`config.mk`:
```
export PLATFORM = sky130hd
export DESIGN_NAME = regpair_file
export DESIGN_NICKNAME = d
export VERILOG_FILES = /design/src/rtl/regpair_pkg.sv /design/src/rtl/regpair_swap.sv /design/src/rtl/regpair_decode.sv /design/src/rtl/regpair_store.sv /design/src/rtl/regpair_file.sv
export SDC_FILE = /design/constraint.sdc
export NUM_CORES = 1
export LEC_CHECK = 0
export BUFFER_PORTS_ARGS = -buffer_cell sky130_fd_sc_hd__buf_2
export CORE_MARGIN = 2
export CORE_UTILIZATION = 40
export DETAILED_ROUTE_END_ITERATION = 16
export PLACE_DENSITY = 0.55
export SLEW_MARGIN = 15
export SYNTH_ARGS = -nofsm -noshare
export SYNTH_HDL_FRONTEND = slang
export SYNTH_HIERARCHICAL = 1
export SYNTH_SLANG_ARGS = --single-unit
```
`constraint.sdc`:
```
create_clock -name clk -period 5.6 [get_ports clk]
set_input_delay 0.56 -clock clk [delete_from_list [all_inputs] [get_ports clk]]
set_output_delay 0.56 -clock clk [all_outputs]
set_load 0.05 [all_outputs]
```
`src/rtl/regpair_pkg.sv`:
```
package regpair_pkg;

    localparam int NPAIR = 6;

    // physical slots
    localparam int PH_PC = 0;
    localparam int PH_SP = 1;
    localparam int PH_WZ = 2;
    localparam int PH_BC = 3;
    localparam int PH_X0 = 4;
    localparam int PH_X1 = 5;

    typedef enum logic [2:0] {
        LG_BC   = 3'd0,
        LG_DE   = 3'd1,
        LG_HL   = 3'd2,
        LG_SP   = 3'd3,
        LG_PC   = 3'd4,
        LG_WZ   = 3'd5,
        LG_NONE = 3'd6
    } logical_e;

    typedef struct packed {
        logic [NPAIR-1:0] en;
        logic             hi;
    } byte_sel_t;

    function automatic logical_e byte_code_to_log(input logic [2:0] code);
        case (code[2:1])
            2'b00:   return LG_BC;
            2'b01:   return LG_DE;
            2'b10:   return LG_HL;
            default: return LG_NONE;
        endcase
    endfunction

    function automatic logical_e pair_code_to_log(input logic [2:0] code);
        if (!code[2]) begin
            case (code[1:0])
                2'b00:   return LG_BC;
                2'b01:   return LG_DE;
                2'b10:   return LG_HL;
                default: return LG_SP;
            endcase
        end
        if (code[1:0] == 2'b00) return LG_PC;
        if (code[1:0] == 2'b01) return LG_WZ;
        return LG_NONE;
    endfunction

    function automatic logic [NPAIR-1:0] log_to_phys(input logical_e lg, input logic swap);
        logic [NPAIR-1:0] oh;
        oh = '0;
        case (lg)
            LG_PC:   oh[PH_PC] = 1'b1;
            LG_SP:   oh[PH_SP] = 1'b1;
            LG_WZ:   oh[PH_WZ] = 1'b1;
            LG_BC:   oh[PH_BC] = 1'b1;
            LG_DE:   oh[swap ? PH_X1 : PH_X0] = 1'b1;
            LG_HL:   oh[swap ? PH_X0 : PH_X1] = 1'b1;
            default: oh = '0;
        endcase
        return oh;
    endfunction

endpackage

```
`src/rtl/regpair_swap.sv`:
```
module regpair_swap (
    input  logic clk,
    input  logic rst,
    input  logic xchg,
    output logic swap
);
    always_ff @(posedge clk) begin
        if (rst)       swap <= 1'b0;
        else if (xchg) swap <= ~swap;
    end
endmodule

```
`src/rtl/regpair_decode.sv`:
```
module regpair_decode
    import regpair_pkg::*;
(
    input  logic             swap,
    input  logic [2:0]       byte_code,
    input  logic [2:0]       pair_code,
    output byte_sel_t        byte_sel,
    output logic [NPAIR-1:0] pair_en
);
    always_comb begin
        byte_sel.en = log_to_phys(byte_code_to_log(byte_code), swap);
        byte_sel.hi = ~byte_code[0];
        pair_en     = log_to_phys(pair_code_to_log(pair_code), swap);
    end
endmodule

```
`src/rtl/regpair_store.sv`:
```
module regpair_store
    import regpair_pkg::*;
#(
    parameter int DATA_W = 8,
    localparam int PAIR_W = 2 * DATA_W
) (
    input  logic                    clk,
    input  logic                    rst,
    input  byte_sel_t               byte_sel,
    input  logic                    byte_rd_en,
    input  logic                    byte_wr_en,
    input  logic [DATA_W-1:0]       byte_wdata,
    output logic [DATA_W-1:0]       byte_rdata,
    input  logic [NPAIR-1:0]        pair_en,
    input  logic                    pair_rd_en,
    input  logic                    pair_wr_en,
    input  logic [PAIR_W-1:0]       pair_wdata,
    output logic [PAIR_W-1:0]       pair_rdata,
    output logic [NPAIR*PAIR_W-1:0] store_flat
);
    logic [PAIR_W-1:0] pairs [NPAIR];

    for (genvar i = 0; i < NPAIR; i++) begin : g_pair
        always_ff @(posedge clk) begin
            if (rst) begin
                pairs[i] <= '0;
            end else begin
                if (pair_wr_en && pair_en[i])
                    pairs[i] <= pair_wdata;
                if (byte_wr_en && byte_sel.en[i]) begin
                    if (byte_sel.hi) pairs[i][PAIR_W-1:DATA_W] <= byte_wdata;
                    else             pairs[i][DATA_W-1:0]      <= byte_wdata;
                end
            end
        end
        assign store_flat[i*PAIR_W +: PAIR_W] = pairs[i];
    end

    always_comb begin
        byte_rdata = '0;
        pair_rdata = '0;
        for (int i = 0; i < NPAIR; i++) begin
            if (byte_rd_en && byte_sel.en[i])
                byte_rdata |= byte_sel.hi ? pairs[i][PAIR_W-1:DATA_W]
                                          : pairs[i][DATA_W-1:0];
            if (pair_rd_en && pair_en[i])
                pair_rdata |= pairs[i];
        end
    end
endmodule

```
`src/rtl/regpair_file.sv`:
```
module regpair_file
    import regpair_pkg::*;
#(
    parameter int DATA_W = 8,
    localparam int PAIR_W = 2 * DATA_W
) (
    input  logic              clk,
    input  logic              rst,
    input  logic              xchg,
    input  logic [2:0]        byte_code,
    input  logic              byte_rd_en,
    input  logic              byte_wr_en,
    input  logic [DATA_W-1:0] byte_wdata,
    output logic [DATA_W-1:0] byte_rdata,
    input  logic [2:0]        pair_code,
    input  logic              pair_rd_en,
    input  logic              pair_wr_en,
    input  logic [PAIR_W-1:0] pair_wdata,
    output logic [PAIR_W-1:0] pair_rdata
);
    logic                    swap;
    byte_sel_t               byte_sel;
    logic [NPAIR-1:0]        pair_en;
    logic [NPAIR*PAIR_W-1:0] store_flat;

    regpair_swap u_swap (
        .clk  (clk),
        .rst  (rst),
        .xchg (xchg),
        .swap (swap)
    );

    regpair_decode u_dec (
        .swap      (swap),
        .byte_code (byte_code),
        .pair_code (pair_code),
        .byte_sel  (byte_sel),
        .pair_en   (pair_en)
    );

    regpair_store #(.DATA_W(DATA_W)) u_store (
        .clk        (clk),
        .rst        (rst),
        .byte_sel   (byte_sel),
        .byte_rd_en (byte_rd_en),
        .byte_wr_en (byte_wr_en),
        .byte_wdata (byte_wdata),
        .byte_rdata (byte_rdata),
        .pair_en    (pair_en),
        .pair_rd_en (pair_rd_en),
        .pair_wr_en (pair_wr_en),
        .pair_wdata (pair_wdata),
        .pair_rdata (pair_rdata),
        .store_flat (store_flat)
    );
endmodule

```
# Word-level counts from Yosys, hierarchy flattened
# Memories as Yosys holds them, arrays and structs flattened.
# Cells that the tools add are included.
[word_totals] reg_bits=1 ram_bits=96 elab_cells=202 n_memories=1 inputBits=37
[op_classes] muxes=123 reduce_logical=30 magnitude_cmp=4 bitwise_logic=29 n_eq_ne=14
[memory_table] memory="u_store.pairs" words=6 width=16 rd=6 rd_clocked_by_memory_dff=0 write_ports=6 line="regpair_store.sv:21" text="logic [PAIR_W-1:0] pairs [NPAIR];"
[op_table] cell="16-bit two-way mux" count=12
[op_table] cell="8-bit two-way mux" count=24
[op_table] cell="16-bit OR" count=5
[op_table] cell="1-bit two-way mux" count=67
[op_table] cell="8-bit OR" count=5
[op_table] cell="32-bit by 1-bit greater-or-equal comparator with 1-bit output (second input constant)" count=1
[op_table] cell="32-bit by 5-bit < comparator with 1-bit output (second input constant)" count=1
[op_table] cell="1-bit logical AND" count=26
[op_table] cell="1-bit case mux with 3 select lines" count=8
[op_table] cell="3-bit two-way mux" count=6
[op_table] cell="1-bit OR" count=18
[op_table] cell="3-bit by 2-bit equality test with 1-bit output (second input constant)" count=4
[op_table] cell="3-bit equality test (second input constant)" count=4
[op_table] cell="3-bit case mux with 3 select lines" count=1
[op_table] cell="2-bit case mux with 2 select lines" count=2
[op_table] cell="1-bit demux with 3-bit select" count=2
[op_table] cell="3-bit by 1-bit equality test with 1-bit output (second input constant)" count=2
[op_table] cell="3-bit zero test" count=2
[op_table] cell="2-bit case mux with 3 select lines" count=1
[op_table] cell="2-bit by 1-bit equality test with 1-bit output (second input constant)" count=2
[op_table] cell="2-bit equality test (second input constant)" count=2
[op_table] cell="2-bit zero test" count=2
[op_table] cell="3-bit by 4-bit < comparator with 1-bit output (second input constant)" count=1
[op_table] cell="3-bit by 1-bit greater-or-equal comparator with 1-bit output (second input constant)" count=1
[op_table] cell="1-bit inverter" count=1

# Depth between registers and ports, before layout
# Gate-level depths: netlist of the first run.
[logic_depth] depth_word=22 ltp_mapped=8

# Hierarchy
# Netlist of the first run, hierarchy kept.
[by_module_without_submodules] mod="regpair_store" area_per_inst_um2=5924.4 seq_area_each_um2=2882.8 instances=1 cells_each=636
[by_module_without_submodules] mod="regpair_decode" area_per_inst_um2=127.6 seq_area_each_um2=0.0 instances=1 cells_each=21
[by_module_without_submodules] mod="regpair_swap" area_per_inst_um2=32.5 seq_area_each_um2=20.0 instances=1 cells_each=3

# Worst setup path after synthesis of the first run
# OpenSTA, ideal clock, no wires.
[synth_path] path_kind="input to output" start="in pair_code[2]" end="out pair_rdata[10]" arrival_time_ns=2.431 cell_stages=6 path_buffers=2 slack_ns=2.609 t_required_ns=5.040 path_cell_list="or2_1 o22ai_1 clkbuf_1 clkbuf_1 a22oi_1 a31oi_1"
[synth_rtl] item="start: declaration" line="regpair_file.sv:15" text="input logic [2:0] pair_code,"
[synth_rtl] item="3-bit two-way mux (*)" line="regpair_pkg.sv:46" text="if (code[1:0] == 2'b00) return LG_PC;"
[synth_rtl] item="3-bit by 2-bit equality test with 1-bit output / 3-bit by 1-bit equality test with 1-bit output (equally long branches)" line="regpair_pkg.sv:54" text="case (lg)"
[synth_rtl] item="2-bit case mux with 2 select lines (*)" line="regpair_pkg.sv:54"
[synth_rtl] item="net pair_en[4]" line="regpair_file.sv:23" text="logic [NPAIR-1:0] pair_en;"
[synth_rtl] item="1-bit logical AND (*)" line="regpair_store.sv:46" text="if (pair_rd_en && pair_en[i])"
[synth_rtl] item="16-bit two-way mux (*)" line="regpair_store.sv:46"
[synth_rtl] item="16-bit OR" line="regpair_store.sv:47" text="pair_rdata |= pairs[i];"
[synth_rtl] item="16-bit two-way mux (*)" line="regpair_store.sv:46"
[synth_rtl] item="end: declaration" line="regpair_file.sv:19" text="output logic [PAIR_W-1:0] pair_rdata"
# The timed path passes the listed nets; every way through them passes the cells marked *.

# Worst setup path in the final report of the first run
[layout_path] start="in byte_code[0]" end="out byte_rdata[4]"
[layout_between] elab_chain_cells=12
[layout_rtl] item="start: declaration" line="regpair_file.sv:10" text="input logic [2:0] byte_code,"
[layout_rtl] item="8-bit two-way mux" line="regpair_store.sv:44" text="byte_rdata |= byte_sel.hi ? pairs[i][PAIR_W-1:DATA_W]"
[layout_rtl] item="8-bit two-way mux" line="regpair_store.sv:43" text="if (byte_rd_en && byte_sel.en[i])"
[layout_rtl] item="8-bit OR" line="regpair_store.sv:44"
[layout_rtl] item="8-bit two-way mux" line="regpair_store.sv:43"
[layout_rtl] item="8-bit OR" line="regpair_store.sv:44"
[layout_rtl] item="8-bit two-way mux" line="regpair_store.sv:43"
[layout_rtl] item="8-bit OR" line="regpair_store.sv:44"
[layout_rtl] item="8-bit two-way mux" line="regpair_store.sv:43"
[layout_rtl] item="8-bit OR" line="regpair_store.sv:44"
[layout_rtl] item="8-bit two-way mux" line="regpair_store.sv:43"
[layout_rtl] item="8-bit OR" line="regpair_store.sv:44"
[layout_rtl] item="8-bit two-way mux (*)" line="regpair_store.sv:43"
[layout_rtl] item="end: declaration" line="regpair_file.sv:14" text="output logic [DATA_W-1:0] byte_rdata,"
# Mark *: on every way between the ends. The rest lies on a longest branch, timed or not.

==> reports/results.txt, run 1 <==
status = finished with violations
violated checks = slew limit
reg2reg setup slack = 3030 ps
average instance area after synthesis = 9.22 um2
number of buffers inserted for hold repair after clock tree synthesis = 0
share of layout cells above drive strength 1 = 13.0%
Max Clock Freq = 0.301 GHz
clock transition at the registers of the reported paths = 70 ps
total of warnings raised by yosys = 6
port bufs = 60
Syn Inst Count = 660
worst path required time = 5040 ps
category of the worst setup path capture point = output pin
post-route worst hold slack = 435 ps
Hold Violations, Final = 0
Layout Nets = 707
cell mode on critical path = sky130_fd_sc_hd__buf_2
shortest clock period the worst path allows after layout = 3320 ps
cell depth of the worst setup path = 7
setup clock skew after layout = 9.63 ps
remaining antenna violation count after routing = 0
final wirelength = 20,000 um
sum of negative setup slack = 0 ps
Total Die Area = 16,200 um2
Design Area, Final = 6580 um2
area growth from synthesis to layout = 8.06%
Detailed Place HPWL = 14,700 um
# diodes = 0
Initial Util = 40.5%
worst-skew pair later-pin latency = 360 ps
Pre-Repair DR Iteration Count = 5
Die Span X = 127 um
worst slack at placement = 2320 ps
vias in the first global route = 4,740
global-route wire length before repair = 30,200 um
Max Cap Violations = 0
worst-case headroom to the max-slew limit = -53.5%
Worst Path Buf+Inv = 4
TritonCTS clock tree = yes
type of the tightest min-delay check = in -> reg
most common cell after layout, fill and taps aside = sky130_fd_sc_hd__nand2_1
via density per instance = 5.97
critical path endpoint = byte_rdata[4]
Worst Tran Pin Value = 2270 ps
clk root buf = sky130_fd_sc_hd__clkbuf_16
Final period util = 59.3%
final routed DRC violation total = 0
post-detailed-route wirelength per cell = 23.1 um
total vias in the final route = 5,154
setup bufs post-CTS = 0
reg-to-reg endpoint = u_store/pairs[4][5]$_SDFFCE_PN0P_
gr usage total = 25.2%
startpoint type of the worst setup path = input port
number of antenna violations at the first check in global routing = 0
placed standard-cell area = 6270 um2
floorplan die height = 127 um
worst reg2reg path depth = 5
unrepaired setup endpoints after global routing = no
total count of max-transition violations in the final report = 18
# H-tree levels = 3
Worst Path Class, Setup = in -> out
sequential area share after synthesis = 47.7%
cell chain of the critical path = buf_2, inv_2, buf_4, mux2i_1, o22ai_1, or3_1, buf_2
largest net degree at the start of global routing = 33
highest-count cells in the layout ignoring fill and taps = 198 x sky130_fd_sc_hd__nand2_1, 96 x sky130_fd_sc_hd__edfxtp_1, 70 x sky130_fd_sc_hd__o21ai_0, 60 x sky130_fd_sc_hd__buf_2, 49 x sky130_fd_sc_hd__a22oi_1
synthesized area = 6080 um2
total CTS buffers = 9
distinct cell type count of the synthesized netlist = 33
timing startpoint of the critical path = byte_code[0]
worst-path fanout max = 32
peak ir drop on the vdd network = 174 uV
post-layout worst setup margin = 2280 ps
critical-path cell with the highest stage delay = sky130_fd_sc_hd__buf_4
total congestion overflow after global routing = 0
initial DRC count = 750
register bit count reported by yosys = 97
top cell family by delay on the critical path = buffers and inverters
standby leakage power = 2.31 nW
Final setup viols = 0
num rows = 45
Clock Sinks = 97
number of gates given a new drive strength after cts = 0
Core Area = 15,000 um2
Slowest Stage Delay on Critical Path = 540 ps
reg-to-reg critical path startpoint = u_swap/swap$_SDFFE_PP0P_
cell type with the largest total area after synthesis = sky130_fd_sc_hd__edfxtp_1
routability congestion estimate = 0.933
Clock Path Buffers = 2
I/O pin count = 61
WP data arrival = 2760 ps
ranking of synthesized cells by area = sky130_fd_sc_hd__edfxtp_1 47%, sky130_fd_sc_hd__nand2_1 12%, sky130_fd_sc_hd__mux2i_1 7.9%
Power Total = 1.86 mW
pwr/cell area = 284 nW/um2
Synth top area share = 47.4%
-- layout make-up --
cell class,count,area [um2]
inverter,3,11.3
tap,188,235
fill,1439,8460
clock buffer,10,229
clock inverter,6,76.3
timing repair buffer,66,345
sequential,97,2900
multi-input combinational,493,2780
-- worst reg2reg max path, cell delays in order (launching register included) --
cell and delay [ps]:
sky130_fd_sc_hd__dfxtp_1 370, sky130_fd_sc_hd__or2_1 250, sky130_fd_sc_hd__o22ai_1 130, sky130_fd_sc_hd__buf_4 270, sky130_fd_sc_hd__and3b_1 730, sky130_fd_sc_hd__or3_1 480
-- how the worst min path moves through the flow --
stage / depth (start not counted) / slack, ps / end / startpoint
finish: 3 / 440 / u_swap/swap$_SDFFE_PP0P_ / xchg
global route: 3 / 450 / u_swap/swap$_SDFFE_PP0P_ / xchg
CTS: 3 / 430 / u_swap/swap$_SDFFE_PP0P_ / xchg
detailed placement: 2 / 600 / u_swap/swap$_SDFFE_PP0P_ / u_swap/swap$_SDFFE_PP0P_
global placement: 2 / 580 / u_swap/swap$_SDFFE_PP0P_ / u_swap/swap$_SDFFE_PP0P_
floorplan: 2 / 560 / u_swap/swap$_SDFFE_PP0P_ / u_swap/swap$_SDFFE_PP0P_
-- Yosys cell counts --
cell type and n:
sky130_fd_sc_hd__nor4bb_1 1, sky130_fd_sc_hd__inv_1 3, sky130_fd_sc_hd__clkbuf_1 8, sky130_fd_sc_hd__clkbuf_2 5, sky130_fd_sc_hd__and4bb_2 4, sky130_fd_sc_hd__buf_4 17
sky130_fd_sc_hd__or2_1 1, sky130_fd_sc_hd__buf_1 9, sky130_fd_sc_hd__and3_1 1, sky130_fd_sc_hd__o22ai_1 25, sky130_fd_sc_hd__a22oi_1 49, sky130_fd_sc_hd__and4bb_1 1
sky130_fd_sc_hd__xnor2_1 1, sky130_fd_sc_hd__mux2i_1 48, sky130_fd_sc_hd__a211o_1 1, sky130_fd_sc_hd__buf_2 24, sky130_fd_sc_hd__nor2_1 3, sky130_fd_sc_hd__buf_6 5
sky130_fd_sc_hd__nor3_1 2, sky130_fd_sc_hd__o21ai_0 70, sky130_fd_sc_hd__buf_12 1, sky130_fd_sc_hd__dfxtp_1 1, sky130_fd_sc_hd__edfxtp_1 96, sky130_fd_sc_hd__a31oi_1 16
sky130_fd_sc_hd__or3_1 9, sky130_fd_sc_hd__and3b_1 6, sky130_fd_sc_hd__a21oi_1 6, sky130_fd_sc_hd__nand2_1 198, sky130_fd_sc_hd__conb_1 1, sky130_fd_sc_hd__and4b_1 6
sky130_fd_sc_hd__o21ai_1 26, sky130_fd_sc_hd__nand2b_1 15, sky130_fd_sc_hd__a221oi_1 1
-- sequential cells by signal, indices dropped and copies added, names as in the netlist --
register and count:
u_store/pairs 96, u_swap/swap 1
-- through the flow --
stage               util (%)  cells
finish                  43.7    863
CTS                     43.7    863
global route            43.7    863
floorplan                  -    662
detailed placement      41.7    847
global placement        41.7    847
-- kinds of logic (layout without fill, tap and decap cells) --
logic type,after synthesis,count (layout),share of synthesized area [%]
and+or+nand+nor,247,247,18.3
AOI/OAI and AO/OA,194,194,18.9
DFF,97,97,47.7
buffers and inverters,72,85,6.97
muxes,48,48,7.90
other,1,3,0.0616
xor gates and xnor gates,1,1,0.144
-- per-layer routing --
layer	up-vias	part of all wire [%]	GRT usage (%)	wire [um]
li1	2411	-	-	-
met1	2464	46	37.9	9150
met2	255	45	37.5	8920
met3	24	7.9	4.61	1570
met4	0	1.6	6.66	329
met5	-	0	0	0
-- report_power, final --
group / switching (mW) / internal (mW) / total, mW
Sequential: 0.0481 / 0.860 / 0.908
Clock: 0.299 / 0.355 / 0.654
Combinational: 0.218 / 0.0846 / 0.303
Total: 0.566 / 1.30 / 1.86
Note: power is estimated with default switching activity, not from simulation.
==> inputs of run 2 (changes only) <==
Clock period 5.6 ns to 3.35 ns, I/O delays scaled along.
==> reports/results.txt, run 2 (synthesis results as in run 1) <==
Initial Util = 40.5%
standby leakage power = 2.35 nW
post-detailed-route wirelength per cell = 24.8 um
# H-tree levels = 3
Worst Path Class, Setup = reg -> out
total area of sequential cells = 2900 um2
top cell family by delay on the critical path = multiplexers
startpoint type of the worst setup path = register
worst min-delay path startpoint = xchg
remaining antenna violation count after routing = 0
worst-path fanout max = 7
I/O pin count = 61
routability congestion estimate = 0.969
largest registers in the final layout = u_store/pairs x96, u_swap/swap x1
total congestion overflow after global routing = 0
Total Die Area = 16,200 um2
Largest Register = u_store/pairs
category of the worst setup path capture point = output pin
floorplan die height = 127 um
pwr/cell area = 479 nW/um2
placed standard-cell area = 6320 um2
largest net degree at the start of global routing = 34
shortest clock period the worst path allows after layout = 2820 ps
Clock Path Buffers = 2
worst-case headroom to the max-slew limit = -57.9%
Worst Path Buf+Inv = 1
worst min-delay path endpoint = u_swap/swap$_SDFFE_PP0P_
Clock Sinks = 97
WP data arrival = 2480 ps
fill cell count = 1,452
flip-flop count of the largest register, all copies and words added = 96
number of buffers inserted for hold repair after clock tree synthesis = 0
highest-count cells in the layout ignoring fill and taps = 198 x sky130_fd_sc_hd__nand2_1, 96 x sky130_fd_sc_hd__edfxtp_1, 70 x sky130_fd_sc_hd__o21ai_0, 60 x sky130_fd_sc_hd__buf_2, 49 x sky130_fd_sc_hd__a22oi_1
setup clock skew after layout = 3.86 ps
violated checks = slew limit
unrepaired setup endpoints after global routing = no
worst reg2reg path depth = 3
final wirelength = 21,500 um
Pre-Repair DR Iteration Count = 5
total vias in the final route = 5,384
number of antenna violations at the first check in global routing = 0
worst-skew pair later-pin latency = 350 ps
Worst Tran Pin Value = 2340 ps
clk root buf = sky130_fd_sc_hd__clkbuf_16
area growth from synthesis to layout = 9.05%
Max Cap Violations = 0
worst hold path cell count = 3
Core Area = 15,000 um2
via density per instance = 6.21
num rows = 45
# diodes = 0
reg-to-reg critical path startpoint = u_swap/swap$_SDFFE_PP0P_
worst path required time = 3010 ps
port bufs = 60
total CTS buffers = 9
Design Area, Final = 6640 um2
sum of negative setup slack = 0 ps
reg-to-reg endpoint = u_store/pairs[5][7]$_DFFE_PP_
clock transition at the registers of the reported paths = 70 ps
vias in the first global route = 5,037
Die Span X = 127 um
share of layout cells above drive strength 1 = 13.5%
number of gates given a new drive strength after cts = 0
Slowest Stage Delay on Critical Path = 580 ps
most common cell after layout, fill and taps aside = sky130_fd_sc_hd__nand2_1
setup bufs post-CTS = 0
combined area of the multi-input logic cells = 2780 um2
reg2reg setup slack = 1020 ps
Layout Nets = 712
critical-path cell with the highest stage delay = sky130_fd_sc_hd__mux2i_1
initial DRC count = 634
type of the tightest min-delay check = in -> reg
final routed DRC violation total = 0
global-route wire length before repair = 31,800 um
Final setup viols = 0
Detailed Place HPWL = 15,100 um
TritonCTS clock tree = yes
gr usage total = 26.8%
Hold Violations, Final = 0
peak ir drop on the vdd network = 256 uV
Final period util = 84.0%
status = finished with violations
total count of max-transition violations in the final report = 18
cell chain of the critical path = mux2i_1, nand2_1, o22ai_1, or3_1, buf_2
Max Clock Freq = 0.355 GHz
==> run 2: cell types whose count changed in the layout (fill, tap and decap cells not counted), sizes merged <==
cell / previous run / this run
clkinv: 0 / 2
inv: 6 / 5
clkinvlp: 2 / 0
buf: 66 / 71
bufinv: 1 / 2
clkbuf: 10 / 9
==> run 2: how the worst max path moves through the flow <==
stage | slack (ps) | cells past startpoint | from | to
after floorplan | 800 | 6 | u_swap/swap$_SDFFE_PP0P_ | pair_rdata[10]
after global placement | 930 | 7 | byte_code[2] | byte_rdata[2]
after detailed placement | 920 | 7 | byte_code[2] | byte_rdata[2]
after CTS | 620 | 5 | u_swap/swap$_SDFFE_PP0P_ | byte_rdata[2]
after global routing | 500 | 5 | u_swap/swap$_SDFFE_PP0P_ | byte_rdata[4]
final | 530 | 5 | u_swap/swap$_SDFFE_PP0P_ | byte_rdata[2]
==> run 2: final cells by class <==
| type | count | area share, % |
|---|---|---|
| flip-flops and latches | 97 | 43.7 |
| inverters | 3 | 0.170 |
| repair buffers | 71 | 5.96 |
| well taps | 188 | 3.55 |
| clock buffers | 9 | 3.39 |
| multi-input cells | 493 | 41.8 |
| clock inverters | 6 | 1.36 |
==> run 2: layer usage <==
layer | track usage (%) | share of wire, % | vias to the layer above
met5 | 0 | 0 | -
met4 | 10.1 | 2.8 | 0
met3 | 4.61 | 9.7 | 43
met2 | 40.1 | 45 | 352
met1 | 39.0 | 43 | 2562
li1 | - | - | 2427
==> run 2: worst min-delay path: stages <==
cell	delay (ps)
sky130_fd_sc_hd__buf_2	80
sky130_fd_sc_hd__xnor2_1	60
sky130_fd_sc_hd__nor2_1	80
==> run 2: where the power goes <==
part | switching [mW] | leakage [nW] | internal, mW
Clock | 0.479 | 0.154 | 0.655
Combinational | 0.377 | 1.23 | 0.145
Sequential | 0.0841 | 0.969 | 1.44
Total | 0.940 | 2.35 | 2.24
==> run 2: per-stage QoR <==
step                      hold WS (ps)  power [mW]  util [%]  worst slack (ps)  cells
after floorplan                    407        1.86         -               805    662
after global placement             582        2.04      42.0               933    852
after detailed placement           593        2.04      42.0               924    852
after CTS                          224        3.16      44.1               618    867
after global routing               226        3.26      44.1               501    867
final                              235        3.18      44.1               534    867
==> inputs of run 3 (changes only) <==
Clock period 3.35 ns to 2.6 ns, I/O delays scaled along.
==> reports/results.txt, run 3 (synthesis results as in run 1) <==
status = finished with violations
violated checks = slew limit
Worst Path Class, Setup = reg -> out
Largest Register = u_store/pairs
initial DRC count = 560
Pre-Repair DR Iteration Count = 6
worst reg2reg path depth = 7
Hold Violations, Final = 0
clock share of power = 33.0%
most common cell after layout, fill and taps aside = sky130_fd_sc_hd__nand2_1
number of antenna violations at the first check in global routing = 0
cell chain of the critical path = mux2i_1, nand2_1, o22ai_1, or3_1, buf_2
total CTS buffers = 9
total vias in the final route = 5,359
startpoint type of the worst setup path = register
total count of max-transition violations in the final report = 18
port bufs = 60
Slowest Stage Delay on Critical Path = 460 ps
worst slack at placement = 223 ps
# diodes = 0
gr usage total = 27.0%
Layout Nets = 721
critical-path cell with the highest stage delay = sky130_fd_sc_hd__dfxtp_1
final routed DRC violation total = 0
switching part of the total = 31.3%
Worst Tran Pin Value = 2270 ps
vias in the first global route = 4,947
Detailed Place HPWL = 15,900 um
remaining antenna violation count after routing = 0
largest net degree at the start of global routing = 30
post-layout worst setup margin = 90.0 ps
shortest clock period the worst path allows after layout = 2510 ps
setup clock skew after layout = 8.11 ps
Core Area = 15,000 um2
worst min-delay path endpoint = u_swap/swap$_SDFFE_PP0P_
worst hold path cell count = 3
Die Span X = 127 um
via density per instance = 6.11
Total Die Area = 16,200 um2
switching pwr = 1.24 mW
pwr/cell area = 589 nW/um2
sum of negative setup slack = 0 ps
flip-flop count of the largest register, all copies and words added = 96
worst-path fanout max = 8
peak ir drop on the vdd network = 470 uV
Cell Int Power = 2.72 mW
worst min-delay path startpoint = xchg
sequential cell fraction of total power = 49.7%
category of the worst setup path capture point = output pin
total congestion overflow after global routing = 0
routability congestion estimate = 0.961
type of the tightest min-delay check = in -> reg
unrepaired setup endpoints after global routing = no
area growth from synthesis to layout = 10.4%
Clock Path Buffers = 2
standby leakage power = 2.40 nW
worst-skew pair later-pin latency = 350 ps
reg-to-reg critical path startpoint = u_swap/swap$_SDFFE_PP0P_
TritonCTS clock tree = yes
Final setup viols = 0
worst-case headroom to the max-slew limit = -53.7%
worst path required time = 2340 ps
reg2reg setup slack = 450 ps
Power Total = 3.96 mW
floorplan die height = 127 um
combinational group share of total power = 17.3%
setup bufs post-CTS = 0
clk root buf = sky130_fd_sc_hd__clkbuf_16
clock transition at the registers of the reported paths = 70 ps
Clock Sinks = 97
share of layout cells above drive strength 1 = 15.2%
top cell family by delay on the critical path = simple AND/OR/NAND/NOR gates
# H-tree levels = 3
I/O pin count = 61
Max Cap Violations = 0
num rows = 45
Final period util = 96.5%
Worst Path Buf+Inv = 1
final wirelength = 21,600 um
highest-count cells in the layout ignoring fill and taps = 197 x sky130_fd_sc_hd__nand2_1, 96 x sky130_fd_sc_hd__edfxtp_1, 70 x sky130_fd_sc_hd__o21ai_0, 60 x sky130_fd_sc_hd__buf_2, 49 x sky130_fd_sc_hd__a22oi_1
largest registers in the final layout = u_store/pairs x96, u_swap/swap x1
reg-to-reg endpoint = u_store/pairs[4][7]$_SDFFCE_PN0P_
post-detailed-route wirelength per cell = 24.6 um
Max Clock Freq = 0.398 GHz
Initial Util = 40.5%
WP data arrival = 2250 ps
global-route wire length before repair = 31,800 um
run 3: per-layer routing:
| layer | part of all wire, % | wire length, um | global-route usage (%) | up-vias |
|---|---|---|---|---|
| li1 | - | - | - | 2447 |
| met1 | 42 | 9050 | 38.1 | 2555 |
| met2 | 45 | 9620 | 40.2 | 328 |
| met3 | 12 | 2550 | 8.25 | 29 |
| met4 | 1.8 | 382 | 7.76 | 0 |
| met5 | 0 | 0 | 0 | - |
run 3: metrics by stage:
step	util [%]	cells	area, um2	hold WS [ps]
after floorplan	-	662	6090	332
after global placement	42.7	861	6420	506
after detailed placement	42.7	861	6420	514
after CTS	44.7	877	6720	137
after global routing	44.7	877	6720	183
final	44.7	877	6720	146
run 3: cell type report:
type / instances / area [um2]
fill: 1438 / 8320
sequential: 97 / 2900
multi-input combinational: 493 / 2780
timing repair buffer: 80 / 500
tap: 188 / 235
clock buffer: 9 / 225
clock inverter: 7 / 61.3
inverter: 3 / 11.3
run 3: power groups by stage:
stage | Clock (mW) | Sequential [mW] | Combinational (mW)
2_1_floorplan | 0 | 1.92 | 0.468
3_3_place_gp | 0 | 1.99 | 0.654
3_5_place_dp | 0 | 1.99 | 0.659
4_1_cts | 1.33 | 1.96 | 0.662
5_1_grt | 1.39 | 1.97 | 0.719
6_report | 1.31 | 1.97 | 0.683
run 3: worst max-delay path by stage:
stage	slack [ps]	startpoint	cells past startpoint	end
2_1_floorplan	130	u_swap/swap$_SDFFE_PP0P_	6	pair_rdata[10]
3_3_place_gp	220	byte_code[2]	7	byte_rdata[3]
3_5_place_dp	220	byte_code[2]	7	byte_rdata[3]
4_1_cts	10	u_swap/swap$_SDFFE_PP0P_	5	byte_rdata[3]
5_1_grt	20	u_swap/swap$_SDFFE_PP0P_	5	byte_rdata[3]
6_report	90	u_swap/swap$_SDFFE_PP0P_	5	byte_rdata[3]
run 3: worst reg2reg max path, cell delays in order, from the launching register on:
cell and delay, ps:
sky130_fd_sc_hd__dfxtp_1 380, sky130_fd_sc_hd__or2_1 260, sky130_fd_sc_hd__o22ai_1 240, sky130_fd_sc_hd__buf_12 200, sky130_fd_sc_hd__and3b_1 350, sky130_fd_sc_hd__buf_4 250, sky130_fd_sc_hd__nand2_1 70, sky130_fd_sc_hd__o21ai_0 230
run 3: what timing repair did:
action,CTS,global route
hold buffers,0,0
resized for setup,1,1
setup endpoints to repair,7,6
